File: src/rtl/utx_pkg.sv
package utx_pkg;

  typedef enum logic [2:0] {
    ST_IDLE,
    ST_START,
    ST_DATA,
    ST_PARITY,
    ST_STOP
  } tx_state_t;

  // Control byte layout, most significant field first.
  typedef struct packed {
    logic       flush;     // bit 7
    logic       brk;       // bit 6
    logic       flow_en;   // bit 5
    logic [1:0] len_sel;   // bits 4:3
    logic       par_en;    // bit 2
    logic       par_odd;   // bit 1
    logic       two_stop;  // bit 0
  } ctrl_t;

  localparam logic [7:0] CTRL_RESET = 8'h18;

endpackage

File: src/rtl/utx_ctrl_reg.sv
module utx_ctrl_reg #(
  parameter int              W         = 8,
  parameter logic [W-1:0]    RESET_VAL = '0
) (
  input  logic         clk,
  input  logic         rst,
  input  logic         we,
  input  logic [W-1:0] wdata,
  output logic [W-1:0] q
);

  always_ff @(posedge clk) begin
    if (rst)     q <= RESET_VAL;
    else if (we) q <= wdata;
  end

endmodule

File: src/rtl/utx_sync.sv
module utx_sync #(
  parameter int   STAGES  = 2,
  parameter logic RST_VAL = 1'b0
) (
  input  logic clk,
  input  logic rst,
  input  logic d,
  output logic q
);

  logic [STAGES-1:0] chain_q;

  generate
    for (genvar i = 0; i < STAGES; i++) begin : g_stage
      if (i == 0) begin : g_first
        always_ff @(posedge clk) begin
          if (rst) chain_q[0] <= RST_VAL;
          else     chain_q[0] <= d;
        end
      end else begin : g_next
        always_ff @(posedge clk) begin
          if (rst) chain_q[i] <= RST_VAL;
          else     chain_q[i] <= chain_q[i-1];
        end
      end
    end
  endgenerate

  assign q = chain_q[STAGES-1];

endmodule

File: src/rtl/utx_fifo.sv
module utx_fifo #(
  parameter int DEPTH  = 16,
  parameter int DATA_W = 8,
  localparam int AW    = $clog2(DEPTH)
) (
  input  logic              clk,
  input  logic              rst,
  input  logic              clr,
  input  logic              push,
  input  logic [DATA_W-1:0] push_data,
  input  logic              pop,
  output logic [DATA_W-1:0] head,
  output logic              full,
  output logic              empty
);

  logic [DATA_W-1:0] mem [DEPTH];
  logic [AW-1:0]     wr_ptr_q, rd_ptr_q;
  logic [AW:0]       count_q;
  logic              do_push, do_pop;

  assign full    = (count_q == (AW+1)'(DEPTH));
  assign empty   = (count_q == '0);
  assign do_push = push && !full && !clr;
  assign do_pop  = pop && !empty && !clr;

  // Storage has no reset so that it maps onto a RAM primitive.
  always_ff @(posedge clk) begin
    if (do_push) mem[wr_ptr_q] <= push_data;
  end

  assign head = mem[rd_ptr_q];

  always_ff @(posedge clk) begin
    if (rst || clr) begin
      wr_ptr_q <= '0;
      rd_ptr_q <= '0;
      count_q  <= '0;
    end else begin
      if (do_push) wr_ptr_q <= (wr_ptr_q == AW'(DEPTH-1)) ? '0 : wr_ptr_q + 1'b1;
      if (do_pop)  rd_ptr_q <= (rd_ptr_q == AW'(DEPTH-1)) ? '0 : rd_ptr_q + 1'b1;
      case ({do_push, do_pop})
        2'b10:   count_q <= count_q + 1'b1;
        2'b01:   count_q <= count_q - 1'b1;
        default: count_q <= count_q;
      endcase
    end
  end

  // occupancy never exceeds the depth
  p_no_overflow_r8: assert property (@(posedge clk) disable iff (rst)
    count_q <= (AW+1)'(DEPTH));

  // a refused push leaves the queue full
  p_drop_when_full_r8: assert property (@(posedge clk) disable iff (rst)
    (full && push && !pop && !clr) |=> full);

endmodule

File: src/rtl/utx_serializer.sv
module utx_serializer #(
  parameter int DATA_W = 8,
  localparam int CNT_W = $clog2(DATA_W)
) (
  input  logic              clk,
  input  logic              rst,
  input  logic              flush,
  input  logic              brk,
  input  logic              flow_en,
  input  logic              cts_ok,
  input  logic [1:0]        len_sel,
  input  logic              par_en,
  input  logic              par_odd,
  input  logic              two_stop,
  input  logic              baud_tick,
  input  logic              q_empty,
  input  logic [DATA_W-1:0] q_head,
  output logic              q_pop,
  output logic              tx
);
  import utx_pkg::*;

  tx_state_t         state_q;
  logic [DATA_W-1:0] shift_q;
  logic [CNT_W-1:0]  bit_cnt_q, len_m1_q;
  logic              stop_cnt_q;
  logic              par_en_q, par_bit_q, two_stop_q;
  logic              tx_q;

  logic [DATA_W-1:0] len_mask;
  logic [CNT_W-1:0]  len_m1;
  logic              can_start, last_stop, start_now, par_calc;

  // Length 5..8: mask the head byte and compute parity over the sent bits.
  assign len_m1   = CNT_W'(4) + CNT_W'(len_sel);
  assign len_mask = {DATA_W{1'b1}} >> (2'd3 - len_sel);
  assign par_calc = (^(q_head & len_mask)) ^ par_odd;

  assign can_start = !q_empty && !brk && (!flow_en || cts_ok);
  assign last_stop = (stop_cnt_q == two_stop_q);
  assign start_now = baud_tick && can_start && !flush &&
                     ((state_q == ST_IDLE) || (state_q == ST_STOP && last_stop));
  assign q_pop     = start_now;
  assign tx        = tx_q;

  always_ff @(posedge clk) begin
    if (rst || flush) begin
      state_q    <= ST_IDLE;
      tx_q       <= 1'b1;
      shift_q    <= '0;
      bit_cnt_q  <= '0;
      stop_cnt_q <= 1'b0;
      len_m1_q   <= '0;
      par_en_q   <= 1'b0;
      par_bit_q  <= 1'b0;
      two_stop_q <= 1'b0;
    end else if (start_now) begin
      state_q    <= ST_START;
      tx_q       <= 1'b0;
      shift_q    <= q_head;
      len_m1_q   <= len_m1;
      par_en_q   <= par_en;
      par_bit_q  <= par_calc;
      two_stop_q <= two_stop;
    end else begin
      case (state_q)
        ST_IDLE: tx_q <= !brk;
        ST_START: if (baud_tick) begin
          state_q   <= ST_DATA;
          tx_q      <= shift_q[0];
          shift_q   <= shift_q >> 1;
          bit_cnt_q <= '0;
        end
        ST_DATA: if (baud_tick) begin
          if (bit_cnt_q == len_m1_q) begin
            stop_cnt_q <= 1'b0;
            if (par_en_q) begin
              state_q <= ST_PARITY;
              tx_q    <= par_bit_q;
            end else begin
              state_q <= ST_STOP;
              tx_q    <= 1'b1;
            end
          end else begin
            tx_q      <= shift_q[0];
            shift_q   <= shift_q >> 1;
            bit_cnt_q <= bit_cnt_q + 1'b1;
          end
        end
        ST_PARITY: if (baud_tick) begin
          state_q    <= ST_STOP;
          tx_q       <= 1'b1;
          stop_cnt_q <= 1'b0;
        end
        ST_STOP: if (baud_tick) begin
          if (last_stop) begin
            state_q <= ST_IDLE;
            tx_q    <= !brk;
          end else begin
            stop_cnt_q <= 1'b1;
          end
        end
        default: state_q <= ST_IDLE;
      endcase
    end
  end

  // stop bits are always high on the line
  p_stop_high_r2: assert property (@(posedge clk) disable iff (rst)
    (state_q == ST_STOP) |-> tx_q);

  // the captured length does not move during the data bits
  p_fmt_held_r6: assert property (@(posedge clk) disable iff (rst)
    (state_q == ST_DATA) |=> (state_q != ST_DATA || $stable(len_m1_q)));

  // an idle transmitter held by flow control stays idle
  p_cts_blocks_r9: assert property (@(posedge clk) disable iff (rst)
    (state_q == ST_IDLE && flow_en && !cts_ok) |=> (state_q == ST_IDLE));

  // break on an idle transmitter drives the line low
  p_break_low_r10: assert property (@(posedge clk) disable iff (rst)
    (state_q == ST_IDLE && brk && !flush) |=> (!tx_q && state_q == ST_IDLE));

endmodule

File: src/rtl/utx_frame_top.sv
module utx_frame_top #(
  parameter int FIFO_DEPTH = 16,
  parameter int DATA_W     = 8,
  parameter int SYNC_STAGES = 2
) (
  input  logic              clk,
  input  logic              rst,
  input  logic              reg_we,
  input  logic [7:0]        reg_wdata,
  output logic [7:0]        reg_rdata,
  input  logic              push_valid,
  input  logic [DATA_W-1:0] push_data,
  output logic              fifo_full,
  output logic              fifo_empty,
  input  logic              baud_tick,
  input  logic              cts,
  output logic              tx
);
  import utx_pkg::*;

  logic [7:0]        ctrl_raw;
  ctrl_t             ctrl;
  logic              cts_ok, q_pop;
  logic [DATA_W-1:0] q_head;

  utx_ctrl_reg #(.W(8), .RESET_VAL(CTRL_RESET)) u_ctrl (
    .clk   (clk),
    .rst   (rst),
    .we    (reg_we),
    .wdata (reg_wdata),
    .q     (ctrl_raw)
  );

  assign ctrl      = ctrl_t'(ctrl_raw);
  assign reg_rdata = ctrl_raw;

  utx_sync #(.STAGES(SYNC_STAGES), .RST_VAL(1'b0)) u_cts_sync (
    .clk (clk),
    .rst (rst),
    .d   (cts),
    .q   (cts_ok)
  );

  utx_fifo #(.DEPTH(FIFO_DEPTH), .DATA_W(DATA_W)) u_fifo (
    .clk       (clk),
    .rst       (rst),
    .clr       (ctrl.flush),
    .push      (push_valid),
    .push_data (push_data),
    .pop       (q_pop),
    .head      (q_head),
    .full      (fifo_full),
    .empty     (fifo_empty)
  );

  utx_serializer #(.DATA_W(DATA_W)) u_ser (
    .clk       (clk),
    .rst       (rst),
    .flush     (ctrl.flush),
    .brk       (ctrl.brk),
    .flow_en   (ctrl.flow_en),
    .cts_ok    (cts_ok),
    .len_sel   (ctrl.len_sel),
    .par_en    (ctrl.par_en),
    .par_odd   (ctrl.par_odd),
    .two_stop  (ctrl.two_stop),
    .baud_tick (baud_tick),
    .q_empty   (fifo_empty),
    .q_head    (q_head),
    .q_pop     (q_pop),
    .tx        (tx)
  );

  // one clock after flush is seen, queue empty and line high
  p_flush_clears_r11: assert property (@(posedge clk) disable iff (rst)
    ctrl.flush |=> (fifo_empty && tx));

  // register write is returned on the read port next cycle
  p_readback_r7: assert property (@(posedge clk) disable iff (rst)
    reg_we |=> (reg_rdata == $past(reg_wdata)));

endmodule

File: config.mk
export PLATFORM = sky130hd
export DESIGN_NAME = utx_frame_top
export DESIGN_NICKNAME = d
export VERILOG_FILES = /design/src/rtl/utx_pkg.sv /design/src/rtl/utx_ctrl_reg.sv /design/src/rtl/utx_sync.sv /design/src/rtl/utx_fifo.sv /design/src/rtl/utx_serializer.sv /design/src/rtl/utx_frame_top.sv
export SDC_FILE = /design/constraint.sdc
export NUM_CORES = 1
export LEC_CHECK = 0
export ABC_AREA = 1
export CAP_MARGIN = 40
export CORE_MARGIN = 5
export CORE_UTILIZATION = 50
export CTS_CLUSTER_SIZE = 14
export DETAILED_ROUTE_END_ITERATION = 10
export GPL_ROUTABILITY_DRIVEN = 0
export PLACE_DENSITY = 0.68
export SKIP_LAST_GASP = 1
export SLEW_MARGIN = 10
export SYNTH_ARGS = -nofsm -noshare
export SYNTH_HDL_FRONTEND = slang
export SYNTH_SLANG_ARGS = --single-unit
File: constraint.sdc
create_clock -name clk -period 2.9 [get_ports clk]
set_clock_uncertainty 0.05 [all_clocks]
set_input_delay 0.58 -clock clk [delete_from_list [all_inputs] [get_ports clk]]
set_output_delay 0.58 -clock clk [all_outputs]
set_load 0.01 [all_outputs]
Yosys cells after proc, flatten, opt, wreduce, memory -nomap -nowiden. Memories as Yosys holds them, arrays and structs flattened. A register that Yosys moved wholly into a read port is not among the register bits. Index checks and enable logic that the tools add are counted.

Add/sub/neg operators: 7. Equal/unequal tests: 27. Shift operators: 1. Muxes and demuxes: 40. Bitwise operators: 4. Reduce and logical (&&, ||, !) cells: 33.

Operators with widths (count): 8-bit 2-to-1 mux (4); 3-bit 2-to-1 mux (10); 7-bit AND reduction (3); 1-bit 2-to-1 mux (16); 4-bit 2-to-1 mux (4); 8-bit case mux with 2 select lines (1); 3-bit != test (second input constant) (5); 3-bit case mux with 5 select lines (1); 2-bit != test (second input constant) (7); 1-bit logical AND (10); 5-bit case mux with 2 select lines (1); 4-bit by 1-bit adder with 4-bit output (second input constant) (2); 8-bit AND (1); 4-bit == test (second input constant) (2); 8-bit XOR reduction (1); 8-bit by 2-bit >> shifter with 8-bit output (first input constant) (1); 3-bit by 2-bit == test with 1-bit output (second input constant) (2); 3-bit by 2-bit != test with 1-bit output (second input constant) (2); 3-bit case mux with 2 select lines (1); 6-bit AND reduction (1); 3-bit nonzero test (2); 6-bit nonzero test (1); 5-bit by 1-bit adder with 5-bit output (second input constant) (1); 5-bit == test (second input constant) (1); 23 further kinds (32).

Register bits: 45. Bits in writable memories: 128. Bits of input ports: 22. Output and inout bits: 11. Logic and storage cells: 129. Memories: 1.

Memories: u_fifo.mem (words 16, width 8, read ports 1, clocked after memory_dff 1, write ports 1, line utx_fifo.sv:17) `logic [DATA_W-1:0] mem [DEPTH];`.

Depth between registers and ports, before layout.
Word-level depth: 11. Mapped depth: 18. Mapped depth without buffers: 17.

Cells and area by module. From an unflattened synthesis, not the netlist that was laid out.

Cell total of the unflattened synthesis: 833. Area total of the unflattened synthesis: 8006.4 µm².

By module, submodules not included: utx_fifo (times used 1, cells an instance 554, area an instance 6233.5 µm², sequential area each 4184.0 µm²); utx_serializer (times used 1, cells an instance 226, area an instance 1401.3 µm², sequential area each 440.4 µm²); utx_ctrl_reg (times used 1, cells an instance 47, area an instance 316.6 µm², sequential area each 160.2 µm²); utx_sync (times used 1, cells an instance 6, area an instance 55.1 µm², sequential area each 40.0 µm²).

Worst setup path before layout. Ideal clock, no wire load.

Kind: reg-to-reg. Start point: reg u_fifo.count_q[0]. End point: reg u_fifo.count_q[4]. Arrival: 2.557 ns. Data required time: 2.780 ns. Slack: 0.223 ns. Stages on the path, launching flop included: 19. Cells stage by stage: dfxtp_1 > nor2_1 > nand3_1 > nor2_1 > nor2_1 > and2_1 > buf_2 > buf_2 > ha_1 > xor2_1 > ha_1 > inv_1 > nand2_1 > nand2_1 > o21ai_0 > o21ai_0 > a21oi_1 > o21ai_0 > a21oi_1.

Word-level cells in the longest chain between the ends: 11. Elaborated cells on any way between the ends: 19. Classes of those cells: 2 x add/sub; 3 x eq/ne; 1 x mux; 13 x reduce/logical.

RTL lines: start, declared (line utx_fifo.sv:19) `logic [AW:0] count_q;`; start signal, assigned (line utx_fifo.sv:43) `2'b10: count_q <= count_q + 1'b1;`; start signal, assigned (line utx_fifo.sv:44) `2'b01: count_q <= count_q - 1'b1;`; start signal, assigned (line utx_fifo.sv:45) `default: count_q <= count_q;`; 5-bit logical NOT * (line utx_fifo.sv:23) `assign empty = (count_q == '0);`; net fifo_empty (line utx_frame_top.sv:14) `output logic fifo_empty,`; 1-bit logical NOT * (line utx_fifo.sv:25, utx_serializer.sv:39); 1-bit logical AND (2 in a row) (line utx_serializer.sv:39) `assign can_start = !q_empty && !brk && (!flow_en || cts_ok);`; 1-bit logical AND (3 in a row) (line utx_serializer.sv:41) `assign start_now = baud_tick && can_start && !flush &&`; 1-bit logical AND * (2 in a row) (line utx_fifo.sv:25) `assign do_pop = pop && !empty && !clr;`; 2-bit by 1-bit == test with 1-bit output / 2-bit == test (equally long branches) (line utx_fifo.sv:42) `case ({do_push, do_pop})`; 5-bit case mux with 2 select lines / 2-bit nonzero test (equally long branches).

Mark *: on every way through the listed nets, which the timed path passes. The rest lies on a longest branch. A chain may end at the register's enable or synchronous reset.

Final worst setup path.
Start point: reg u_ser.state_q[0]. End point: reg u_fifo.count_q[4].

Word-level cells in the longest chain between the ends: 8. Elaborated cells on any way between the ends: 11. Classes of those cells: 3 x eq/ne; 1 x mux; 7 x reduce/logical.

RTL lines: start, declared (line utx_serializer.sv:23) `tx_state_t state_q;`; start signal, assigned (line utx_serializer.sv:48) `state_q <= ST_IDLE;`; start signal, assigned (line utx_serializer.sv:58) `state_q <= ST_START;`; start signal, assigned (line utx_serializer.sv:69) `state_q <= ST_DATA;`; 3-bit == test (line utx_serializer.sv:42) `((state_q == ST_IDLE) || (state_q == ST_STOP && last_stop));`; 1-bit logical AND (line utx_serializer.sv:42); 1-bit logical OR * (line utx_serializer.sv:42); 1-bit logical AND * (line utx_serializer.sv:41); 1-bit logical AND * (2 in a row) (line utx_fifo.sv:25); 2-bit by 1-bit == test with 1-bit output / 2-bit == test (equally long branches) (line utx_fifo.sv:42); 5-bit case mux with 2 select lines / 2-bit nonzero test (equally long branches).

Every way passes the cells marked *; elsewhere a longest branch is shown, timed or not.

==> results.ini <==
[synth]
yosysWarnings=0
yosys_most_used_dff=edfxtp_1
yosysSeqAreaShare_pct=62.1
ys_ff_latch=177
syn_area_per_cell_um2=9.62
synth_area_um2=7770
synth_top_cells_by_count=nand2_1, edfxtp_1, nor2_1
synth_cell_types=31
synth_most_common_cell=nand2_1
syn_nets=839
yosys-top-cells-area=edfxtp_1, dfxtp_1, nand2_1, nor2_1, nand3_1
synthCells=808
synth_top_area_cell=edfxtp_1
async_flop_share_pct=0
synth-edff-count=128
netlist.area_leader.share_pct=49.5

[sta]
max_slew.worst_pin.slew_ns=0.650
finalCritPeriodShare_pct=95.3
max_freq_mhz=362
final_hold_viol_count=0
tns_ns=0
setup_viol=0
slew_viol_final=0
slew_headroom_pct=56.6
fin_crit_ns=2.76
layout_setup_ws_ns=0.135
rsz0062_at_grt=false

[route]
drc=0
wirelength_mm=17.4
wl_per_cell_um=16.5
viasPerCell=5.48
dr.pass1.iters=6
first_iter_violations=622
ant_nets=0
vias=5750

[final_layout]
fillerInstances=1238
antenna_cells=0
drive_gt1_share_pct=8.47
final_area_um2=8900
nNetsFinal=881
areaGrowthSynthToFinish_pct=14.5

[clock_network]
clock_sinks=177
clockRootBuffer=clkbuf_16
clk_path_buf_depth=2
cts-htree-levels=4
cts_buffers=17
clk_pin_slew_ns=0.07
cts_tree=done
worstSkewPairLatency_ns=0.43
postCtsHoldBufs=0

[floorplan]
die_w_um=135
dieHeight_um=135
die_area_um2=18100
initial_core_util_pct=51.1
core_um2=15200
core.rowCount=45
boundaryPins=33

[power_and_ir_drop]
p_comb_share_pct=15.0
switching_share_pct=27.5
power_density_nw_per_um2=662
power_frac_seq_pct=48.2
max-vdd-ir-drop_mv=0.409
leakagePower_nw=3.51
power.total_mw=5.89
clkPwrFrac_pct=36.8
p_sw_mw=1.62
internal_power_mw=4.27

[global_routing]
grt_usage_pct=19.8
grt_pass1_wl_mm=28.1
busiest_layer=met2
grt_use_met1_pct=26.0
met3_usage_pct=4.32
grt_overflow=0
grt_max_degree=75
antenna_found_initial=0
grt_pass1_vias=5607
met2_usage_pct=32.8

[hold_path]
hp-class=reg -> reg
min_from=u_cts_sync.chain_q[0]

[placed_design]
dp.final_hpwl_mm=11.3
dp_slack_ns=-0.168
portBuffers=32
placed_area_um2=8330

[critical_path]
start_kind=flip-flop
crit_arrival_ns=3.07
critPathCaptureType=flip-flop
crit_start=u_ser.state_q[0]
path_max_fanout=5
rr_startpoint=u_ser.state_q[0]
crit_required_ns=3.21
path_class=reg -> reg

[job]
cap_violations=0

[outcome]
outcome=finished clean

==> worst max-delay path: stages (launching register included) <==
cell     delay [ns]
dfxtp_1        0.37
nor2_1         0.20
inv_1          0.10
o21ai_1        0.25
and2_1         0.19
ha_1           0.20
xor2_1         0.27
ha_1           0.19
inv_1          0.04
nand2_1        0.09
nand2_1        0.06
o21ai_0        0.22
o21ai_0        0.11
a21oi_1        0.16
o21ai_0        0.09
a21oi_1        0.11
==> flip-flops by register name, indices dropped and copies added, names as in the netlist, named ones only <==
name / cells
u_cts_sync.q: 1
u_ser.par_bit_q: 1
u_fifo.wr_ptr_q: 4
u_ser.shift_q: 8
u_ser.tx: 1
u_ser.par_en_q: 1
u_ser.bit_cnt_q: 3
u_ctrl.q: 8
u_fifo.count_q: 5
u_fifo.mem: 128
u_ser.stop_cnt_q: 1
u_ser.len_m1_q: 3
u_cts_sync.chain_q: 1
u_ser.two_stop_q: 1
u_fifo.rd_ptr_q: 4
u_ser.state_q: 3
==> power by group through the flow <==
stage / Sequential [mW] / Clock [mW] / Combinational (mW)
3_3_place_gp: 2.89 / 0 / 0.836
5_1_grt: 2.85 / 2.32 / 0.986
2_1_floorplan: 2.89 / 0 / 0.613
6_report: 2.84 / 2.17 / 0.881
3_5_place_dp: 2.90 / 0 / 0.869
4_1_cts: 2.84 / 2.20 / 0.875
==> path summary, 6_finish.rpt <==
kind	slack (ns)	cells after the start	endpoint
worst min-delay path	0.36	2	u_cts_sync.q
worst max register to register	0.14	15	u_fifo.count_q[4]
worst min register to register	0.36	2	u_cts_sync.q
worst max-delay path	0.14	15	u_fifo.count_q[4]
==> kinds of logic (layout without fill, tap and decap cells) <==
family                     after synthesis  in the layout  share of synthesized area, %
and+or+nand+nor                        362            362                          19.3
DFF                                    177            177                          62.1
buffers and inverters                  124            178                          7.25
adders and majority gates                9              9                          1.45
AOI/OAI and AO/OA                      126            126                          8.82
xor gates and xnor gates                10             10                          1.13
==> metal layers <==
layer  up-vias  wire [µm]
li1       2784          -
met1      2737       7620
met2       197       8460
met3        32        977
met4         0        315
met5         -          0
==> placed cells by master, fill, tap and decap left out, drive strengths merged <==
master,instances
and2,1
o211ai,19
nand3,69
nand2,187
nor3,5
xnor2,2
a21oi,42
nor2,95
xor2,8
inv,92
ha,9
dfxtp,49
or2,1
clkinvlp,6
buf,27
clkinv,3
clkdlybuf4s50,32
bufinv,1
nand3b,1
clkbuf,17
nand4,2
o311ai,1
edfxtp,128
nor3b,1
o21ai,64
==> stage by stage <==
stage	util (%)	hold slack (ns)	cells
after floorplan	-	0.338	808
after global placement	54.8	0.350	1019
after detailed placement	54.8	0.353	1019
after CTS	58.5	0.368	1050
after global routing	58.5	0.384	1050
final	58.5	0.362	1050
==> area by class of cell <==
class	count	area (µm²)	share of cell area [%]
Sequential cell	177	4830	54.2
Multi-Input combinational cell	507	2390	26.9
Timing Repair Buffer	59	561	6.30
Clock buffer	17	425	4.78
Inverter	88	330	3.71
Tap cell	188	235	2.64
Clock inverter	14	130	1.46
==> what timing repair did <==
item                       4_1_cts  5_1_grt
setup buffers                    0        0
resized for setup                0        3
setup endpoints to repair        0        2
Note: power is estimated with default switching activity, not from simulation.
